File: config.mk
export PLATFORM = sky130hd
export DESIGN_NAME = csd_sq_ppgen
export DESIGN_NICKNAME = d
export VERILOG_FILES = /design/src/rtl/csd_sq_pkg.sv /design/src/rtl/csd_sq_base4.sv /design/src/rtl/csd_sq_cross.sv /design/src/rtl/csd_sq_ppgen.sv
export SDC_FILE = /design/constraint.sdc
export NUM_CORES = 1
export LEC_CHECK = 0
export CORE_ASPECT_RATIO = 1.75
export CORE_MARGIN = 1.5
export CORE_UTILIZATION = 32
export DETAILED_ROUTE_END_ITERATION = 10
export PLACE_DENSITY = 0.77
export SYNTH_ARGS = -nofsm -noshare
export SYNTH_HDL_FRONTEND = slang
export SYNTH_SLANG_ARGS = --single-unit
File: constraint.sdc
create_clock -name vclk -period 1.5
set_input_delay 0.375 -clock vclk [all_inputs]
set_output_delay 0.375 -clock vclk [all_outputs]
set_load 0.03 [all_outputs]
File: src/rtl/csd_sq_pkg.sv
package csd_sq_pkg;

    typedef struct packed {
        logic pos;
        logic neg;
    } sd_digit_t;

    function automatic logic sd_nz(sd_digit_t d);
        return d.pos | d.neg;
    endfunction

    function automatic sd_digit_t sd_flip(sd_digit_t d);
        sd_digit_t r;
        r.pos = d.neg;
        r.neg = d.pos;
        return r;
    endfunction

    function automatic sd_digit_t sd_or(sd_digit_t a, sd_digit_t b);
        return sd_digit_t'(a | b);
    endfunction

    function automatic logic sd_same(sd_digit_t a, sd_digit_t b);
        return sd_nz(a) && (a == b);
    endfunction

    function automatic logic sd_opp(sd_digit_t a, sd_digit_t b);
        return sd_nz(a) && sd_nz(b) && (a != b);
    endfunction

    // digit times digit
    function automatic sd_digit_t sd_prod(sd_digit_t a, sd_digit_t b);
        sd_digit_t r;
        r.pos = sd_same(a, b);
        r.neg = sd_opp(a, b);
        return r;
    endfunction

    // digit scaled by a sign digit: keep, swap or clear
    function automatic sd_digit_t sd_scale(sd_digit_t d, sd_digit_t s);
        if (s.pos)      return d;
        else if (s.neg) return sd_flip(d);
        else            return sd_digit_t'(2'b00);
    endfunction

endpackage

File: src/rtl/csd_sq_base4.sv
module csd_sq_base4
    import csd_sq_pkg::*;
(
    input  sd_digit_t [3:0] x,
    output sd_digit_t [7:0] z
);

    always_comb begin
        z = '0;
        z[0].pos = sd_nz(x[0]);
        z[2].pos = sd_nz(x[1]);
        z[3].pos = sd_opp(x[2], x[0]);
        z[3].neg = sd_same(x[2], x[0]);
        z[4].pos = sd_same(x[3], x[0]) | (sd_nz(x[2]) & ~sd_nz(x[0]));
        z[4].neg = sd_opp(x[3], x[0]);
        z[5].pos = sd_opp(x[3], x[1]) | sd_same(x[2], x[0]);
        z[5].neg = sd_same(x[3], x[1]);
        z[6].pos = sd_nz(x[3]) & ~sd_nz(x[1]);
        z[7].pos = sd_same(x[3], x[1]);
    end

    always_comb begin
        for (int k = 0; k < 8; k++) begin
            AST_BASE_LEGAL: assert (!(z[k].pos && z[k].neg));
        end
        for (int k = 0; k < 7; k++) begin
            AST_BASE_NO_ADJ: assert (!(sd_nz(z[k]) && sd_nz(z[k+1])));
        end
        AST_BASE_IDLE_DIGIT: assert (!sd_nz(z[1]));
    end

endmodule

File: src/rtl/csd_sq_cross.sv
module csd_sq_cross
    import csd_sq_pkg::*;
#(
    parameter int W = 8
) (
    input  sd_digit_t [1:0]     top,
    input  sd_digit_t [W-5:0]   mid,
    input  sd_digit_t [1:0]     low,
    output sd_digit_t [2*W-1:0] z
);

    localparam int MW = W - 4;
    localparam int ZW = 2 * W;

    sd_digit_t [ZW-1:0] t_tm;
    sd_digit_t [ZW-1:0] t_tl;
    sd_digit_t [ZW-1:0] t_ml;

    // 2*T*M*2^W, 2*T*L*2^(W-2), 2*M*L*4
    always_comb begin
        t_tm = '0;
        t_tl = '0;
        t_ml = '0;
        for (int i = 0; i < MW; i++) begin
            t_tm[W+1+i] = sd_or(t_tm[W+1+i], sd_scale(mid[i], top[0]));
            t_tm[W+2+i] = sd_or(t_tm[W+2+i], sd_scale(mid[i], top[1]));
            t_ml[3+i]   = sd_or(t_ml[3+i],   sd_scale(mid[i], low[0]));
            t_ml[4+i]   = sd_or(t_ml[4+i],   sd_scale(mid[i], low[1]));
        end
        for (int a = 0; a < 2; a++) begin
            for (int b = 0; b < 2; b++) begin
                t_tl[W-1+a+b] = sd_or(t_tl[W-1+a+b], sd_prod(top[a], low[b]));
            end
        end
    end

    always_comb begin
        for (int k = 0; k < ZW; k++) begin
            z[k] = sd_or(sd_or(t_tm[k], t_tl[k]), t_ml[k]);
        end
    end

    always_comb begin
        for (int k = 0; k < ZW; k++) begin
            AST_CROSS_DISJOINT: assert ((32'(sd_nz(t_tm[k])) + 32'(sd_nz(t_tl[k])) + 32'(sd_nz(t_ml[k]))) <= 32'd1);
        end
        for (int k = 0; k < ZW - 1; k++) begin
            AST_CROSS_NO_ADJ: assert (!(sd_nz(z[k]) && sd_nz(z[k+1])));
        end
    end

endmodule

File: src/rtl/csd_sq_ppgen.sv
module csd_sq_ppgen
    import csd_sq_pkg::*;
#(
    parameter int N = 8
) (
    input  logic [N-1:0][1:0]             operand,
    output logic [N/4-1:0][2*N-1:0][1:0]  pp_rows
);

    localparam int ROWS     = N / 4;
    localparam int OUTD     = 2 * N;
    localparam int BASE_OFF = (N - 4) / 2;

    if ((N < 4) || ((N % 4) != 0)) begin : g_bad_width
        $error("csd_sq_ppgen: N must be a positive multiple of 4");
    end

    sd_digit_t [N-1:0]             x;
    sd_digit_t [ROWS-1:0][OUTD-1:0] rows;
    sd_digit_t [7:0]               base_sq;
    sd_digit_t [OUTD-1:0]          row0;

    assign x = operand;

    csd_sq_base4 u_base (
        .x (x[BASE_OFF+3:BASE_OFF]),
        .z (base_sq)
    );

    // row 0: inner square plus the pair squares of every shell
    always_comb begin
        row0 = '0;
        for (int j = 0; j < 8; j++) begin
            row0[2*BASE_OFF+j] = base_sq[j];
        end
        for (int lv = 1; lv < ROWS; lv++) begin
            AST_ROW0_LOW_FREE: assert (!(sd_nz(x[(N-4-4*lv)/2]) && sd_nz(row0[N-4-4*lv])));
            row0[N-4-4*lv].pos     = row0[N-4-4*lv].pos     | sd_nz(x[(N-4-4*lv)/2]);
            row0[N-4-4*lv+2].pos   = row0[N-4-4*lv+2].pos   | sd_nz(x[(N-4-4*lv)/2+1]);
            AST_ROW0_TOP_FREE: assert (!(sd_nz(x[(N+4+4*lv)/2-1]) && sd_nz(row0[N+4+4*lv-2])));
            row0[N+4+4*lv-4].pos   = row0[N+4+4*lv-4].pos   | sd_nz(x[(N+4+4*lv)/2-2]);
            row0[N+4+4*lv-2].pos   = row0[N+4+4*lv-2].pos   | sd_nz(x[(N+4+4*lv)/2-1]);
        end
    end

    assign rows[0] = row0;

    for (genvar lv = 1; lv < ROWS; lv++) begin : g_shell
        localparam int W = 4 + 4 * lv;
        localparam int O = (N - W) / 2;

        sd_digit_t [2*W-1:0] cz;
        sd_digit_t [OUTD-1:0] lrow;

        csd_sq_cross #(.W(W)) u_cross (
            .top (x[O+W-1:O+W-2]),
            .mid (x[O+W-3:O+2]),
            .low (x[O+1:O]),
            .z   (cz)
        );

        always_comb begin
            lrow = '0;
            for (int j = 0; j < 2*W; j++) begin
                lrow[2*O+j] = cz[j];
            end
        end

        assign rows[lv] = lrow;
    end

    assign pp_rows = rows;

    always_comb begin
        for (int r = 0; r < ROWS; r++) begin
            for (int k = 0; k < OUTD; k++) begin
                AST_ROW_LEGAL: assert (!(rows[r][k].pos && rows[r][k].neg));
            end
            for (int k = 0; k < OUTD - 1; k++) begin
                AST_ROW_NO_ADJ: assert (!(sd_nz(rows[r][k]) && sd_nz(rows[r][k+1])));
            end
        end
    end

endmodule

==> impl_metrics.yaml, run 1 <==
worst_hold_path:
  hold_path_depth: 3
  worstHoldPathType: "input port to primary output"
  min-delay-start: "operand[15]"
  hold_end: "pp_rows[29]"
critical_path:
  start_kind: "input port"
  critPathCaptureType: "primary output"
  critPathMaxStageDelay_ps: 350
  critPathKind: "input port to primary output"
  crit_path_max_fanout: 6
  crit_chain: "buf_8, buf_6, nor2b_4, buf_6, a221o_2, buf_6"
  cpMostUsedCell: "buf_6"
  required_ps: 1120
  critical_path_arrival_ps: 1360
  slowest_stage: "a221o_2"
sta:
  fin_crit_ps: 1730
  hold_viol: 0
  rsz0062_at_grt: "true"
  drv_slew: 0
  min_period_over_period_pct: 116
  clock.fmax_ghz: 0.577
  setup_viol: 27
  finalWorstSetupSlack_ps: -234
  holdWs_ps: 1110
final_layout:
  clock_buffers: 0
  seq_area_um2: 0
  stdcell_area_um2: 2420
  final_cell_mix: "65 x buf_6, 28 x conb_1, 28 x buf_4"
  layout_commonest_cell: "buf_6"
  layout-drive-gt1-share_pct: 69.3
  seq_cell_count: 0
  finalNetCount: 279
  final_util_pct: 77.0
  antenna_cells: 0
  area_delta_synth_final_pct: 131
floorplan:
  die_y_um: 78.6
  rows: 27
  coreArea_um2: 3140
  start_util_pct: 33.3
  io-pin-count: 80
  die_area_um2: 3630
  die_w_um: 46.2
drt:
  firstDrtPassIters: 4
  wirelength_um: 5350
  vias_per_cell: 5.34
  antenna_violating_nets_post_route: 0
  vias: 1623
  drt_iter0_drc: 48
  drc: 0
  avgRoutedWirePerCell_um: 17.6
yosys:
  yosys.cell_types.count: 29
  synth_seq_area_share_pct: 0
  ys.warnings.count: 0
  syn_area_per_cell_um2: 6.01
  netlist_area_um2: 1050
  synthCells: 174
placed_design:
  place_area_um2: 1700
  dp_hpwl_um: 2590
  place_ws_ps: -1070
  io_buffers: 52
  place.gp.congestion: 0.845
grt:
  grt_pass1_vias: 1552
  grt_max_degree: 11
  grt_pass1_wl_um: 7330
  antenna_found_initial: 0
  track_usage_pct: 26.3
  grt-ovfl-total: 0
pwr:
  peakVddDrop_uv: 279
  p_per_area_nw_per_um2: 455
  power_leakage_uw: 0.00117
outcome:
  status: "complete, but fails checks"
  violations: "negative setup slack"
flow_run:
  maxCapViolations: 0
[critical path, delay by kind of cell]
kind	cells	cell delay, ps
AOI/OAI and AO/OA	1	350
and+or+nand+nor	1	130
buffers and inverters	4	500
[cell usage after synthesis, types with 2 or more instances]
| cell type | n | area [um^2] |
|---|---|---|
| nor4bb_1 | 3 | 30.0 |
| a22oi_1 | 13 | 97.6 |
| buf_4 | 30 | 225 |
| clkbuf_1 | 11 | 41.3 |
| nor2b_1 | 4 | 25.0 |
| a22o_1 | 2 | 17.5 |
| a21oi_1 | 2 | 10.0 |
| xor2_1 | 3 | 26.3 |
| nand3_1 | 5 | 25.0 |
| nor2_1 | 4 | 15.0 |
| xnor2_1 | 10 | 87.6 |
| or2_2 | 6 | 37.5 |
| nand2_1 | 43 | 161 |
| buf_2 | 8 | 40.0 |
| buf_1 | 2 | 7.51 |
| o21ai_0 | 9 | 45.0 |
| a211o_1 | 2 | 17.5 |
| a221o_1 | 5 | 50.1 |
| o211ai_1 | 2 | 15.0 |
[stage by stage]
stage	total power, uW	setup TNS, ps	std cells
after global routing	1150	-4010	304
after global placement	806	-22080	280
after floorplan	594	-643	201
after CTS	1010	-2570	301
after detailed placement	811	-22220	280
final	1100	-3400	304
[area by class of cell]
| cell class | count | area (um^2) |
|---|---|---|
| multi-input combinational | 150 | 1180 |
| fill | 213 | 723 |
| tap | 43 | 53.8 |
| timing repair buffer | 111 | 1180 |
[worst max path at each step]
| stage | cells after the start | slack [ps] | endpoint | from |
|---|---|---|---|---|
| finish | 6 | -230 | pp_rows[54] | operand[12] |
| CTS | 5 | -230 | pp_rows[19] | operand[8] |
| global route | 7 | -250 | pp_rows[47] | operand[12] |
| detailed placement | 5 | -1070 | pp_rows[19] | operand[4] |
| floorplan | 4 | -200 | pp_rows[19] | operand[4] |
| global placement | 5 | -1030 | pp_rows[19] | operand[4] |
[power breakdown]
part	switching (uW)	internal [uW]	total (uW)
sequential	0	0	0
clock	0	0	0
combinational	607	494	1100
[per-layer routing]
layer	wire (um)	global-route usage [%]
met5	0	0
met1	1860	28.8
met4	233	13.1
met3	269	2.30
met2	2990	46.5
[cells by family (layout without fill, tap and decap cells)]
| kind of cell | after synthesis | count (layout) | share of synthesized area, % |
|---|---|---|---|
| other | 1 | 28 | 0.359 |
| and+or+nand+nor | 69 | 69 | 30.7 |
| xor gates and xnor gates | 13 | 13 | 10.9 |
| AOI/OAI and AO/OA | 40 | 40 | 28.0 |
| buffers and inverters | 51 | 111 | 30.0 |
[what timing repair did]
item | CTS | global route
hold buffers | 0 | 0
gates resized for setup | 241 | 33
setup buffers | 19 | 5
gates cloned | 3 | 0
setup endpoints to repair | 36 | 30
pin swaps | 34 | 23
Power figures use the tool's default switching activity.
==> inputs of run 2 (changes only) <==
--- a/config.mk
+++ b/config.mk
@@ -13,3 +13,4 @@
 export SYNTH_ARGS = -nofsm -noshare
 export SYNTH_HDL_FRONTEND = slang
 export SYNTH_SLANG_ARGS = --single-unit
+export TNS_END_PERCENT = 100
==> results of run 2 <==
The final DEF is identical to that of run 1; final timing and power are the same.
==> inputs of run 3 (changes only) <==
--- a/config.mk
+++ b/config.mk
@@ -7,9 +7,9 @@
 export LEC_CHECK = 0
 export CORE_ASPECT_RATIO = 1.75
 export CORE_MARGIN = 1.5
-export CORE_UTILIZATION = 32
+export CORE_UTILIZATION = 30
 export DETAILED_ROUTE_END_ITERATION = 10
-export PLACE_DENSITY = 0.77
+export PLACE_DENSITY = 0.73
 export SYNTH_ARGS = -nofsm -noshare
 export SYNTH_HDL_FRONTEND = slang
 export SYNTH_SLANG_ARGS = --single-unit
==> run 3 against run 2 <==
Net effect: the flow still finishes with violations (negative setup slack); power increased by 3.4%; setup slack worse by 28 ps; wire length up 3.9%; non-clock buffer count is 10 higher; critical endpoint is now pp_rows[19]; largest power group unchanged; highest routed layer unchanged.
==> impl_metrics.yaml, run 3 (synthesis results as in run 1) <==
pwr:
  pwr-share-comb_pct: 100.0
  peakVddDrop_uv: 288
  p_clk_share_pct: 0
  p_per_area_nw_per_um2: 448
  p_seq_share_pct: 0
  swShare_pct: 54.1
  power_leakage_uw: 0.00121
  finalPower_uw: 1140
  switchingPower_uw: 616
  intPower_uw: 523
critical_path:
  cpMostUsedCell: "buf_6"
  critPathMaxStageDelay_ps: 380
  required_ps: 1120
  critical_path_arrival_ps: 1390
  slowest_stage: "or3b_4"
  crit_path_max_fanout: 3
  critPathKind: "input port to primary output"
  start_kind: "input port"
  critPathCaptureType: "primary output"
  crit_chain: "buf_6, nor4bb_1, a31o_2, or3b_4, buf_6"
drt:
  avgRoutedWirePerCell_um: 17.6
  met3WireLength_um: 218
  wirelength_um: 5560
  drt_iter0_drc: 34
  vias: 1651
  antenna_violating_nets_post_route: 0
  vias_per_cell: 5.22
  firstDrtPassIters: 4
  drc: 0
  topRoutingLayerUsed: "met4"
  dr_wl_met2_um: 3100
  wl_met1_um: 1920
grt:
  track_usage_pct: 26.5
  antenna_found_initial: 0
  grt_pass1_vias: 1591
  grt_pass1_wl_um: 7650
  grt_max_degree: 13
  grt-ovfl-total: 0
final_layout:
  multi_input_area_um2: 1150
  fill_cells: 227
  antenna_cells: 0
  final_util_pct: 75.6
  finalNetCount: 289
  seq_area_um2: 0
  area_delta_synth_final_pct: 143
  layout.cells.non_filler: 316
  seq_cell_count: 0
  clock_buffers: 0
  final_cell_mix: "79 x buf_6, 28 x conb_1, 24 x nand2_1"
  layout-drive-gt1-share_pct: 69.7
  layout_commonest_cell: "buf_6"
worst_hold_path:
  hold_path_depth: 4
  worstHoldPathType: "input port to primary output"
  min-delay-start: "operand[5]"
  hold_end: "pp_rows[9]"
floorplan:
  coreArea_um2: 3360
  die_area_um2: 3860
  io-pin-count: 80
  die_y_um: 81.1
  rows: 28
  start_util_pct: 31.1
  die_w_um: 47.6
flow_run:
  maxCapViolations: 0
outcome:
  violations: "negative setup slack"
  status: "complete, but fails checks"
sta:
  drv_slew: 0
  hold_viol: 0
  finalWorstSetupSlack_ps: -262
  min_period_over_period_pct: 117
  clock.fmax_ghz: 0.568
  rsz0062_at_grt: "true"
  fin_crit_ps: 1760
  setup_viol: 27
placed_design:
  io_buffers: 52
  place_ws_ps: -1070
  place_inst: 283
  place.gp.congestion: 0.829
  dp_hpwl_um: 2670
==> run 3: changes by cell type in the layout (fill, tap and decap cells not counted), sizes merged <==
cell / previous run / this run
buf: 110 / 120
clkbuf: 1 / 0
clkdlybuf4s15: 0 / 1
==> run 3: cell type report <==
type               count  area share (%)
multi-input cells    150            45.3
well taps             45            2.21
repair buffers       121            52.5
==> run 3: metrics by stage <==
step | hold WS, ps | area [um^2] | setup TNS (ps)
after floorplan | 970 | 1280 | -643
final | 1200 | 2540 | -3720
after global routing | 1210 | 2540 | -4410
after detailed placement | 1680 | 1720 | -22650
after CTS | 1190 | 2430 | -3160
after global placement | 1660 | 1720 | -22370
==> run 3: power by group through the flow <==
stage | combinational, uW | clock [uW] | sequential [uW]
floorplan | 594 | 0 | 0
CTS | 1060 | 0 | 0
detailed placement | 825 | 0 | 0
global placement | 818 | 0 | 0
global route | 1190 | 0 | 0
finish | 1140 | 0 | 0
==> run 3: repair_timing <==
| item | in CTS | in global routing |
|---|---|---|
| hold buffers | 0 | 0 |
| gates resized for setup | 258 | 33 |
| buffers inserted | 27 | 5 |
| setup endpoints to repair | 36 | 31 |
| pin swaps | 33 | 17 |
| cloned | 6 | 0 |
==> run 3: worst max-delay path by stage <==
stage / endpoint / cells past startpoint / from
after CTS: pp_rows[19] / 5 / operand[8]
final: pp_rows[19] / 5 / operand[8]
after global routing: pp_rows[54] / 8 / operand[6]
after global placement: pp_rows[19] / 5 / operand[4]
after floorplan: pp_rows[19] / 4 / operand[4]
after detailed placement: pp_rows[19] / 5 / operand[4]
==> run 3: per-layer routing <==
metal  GRT usage [%]  vias to the layer above
li1                -                      735
met1            29.2                      803
met2            50.4                       85
met3            1.11                       28
met4            8.38                        0
met5               0                        -
==> run 3: critical path, delay by kind of cell <==
kind                   cells  cell delay (ps)
AOI/OAI and AO/OA          1              250
and+or+nand+nor            2              520
buffers and inverters      2              250
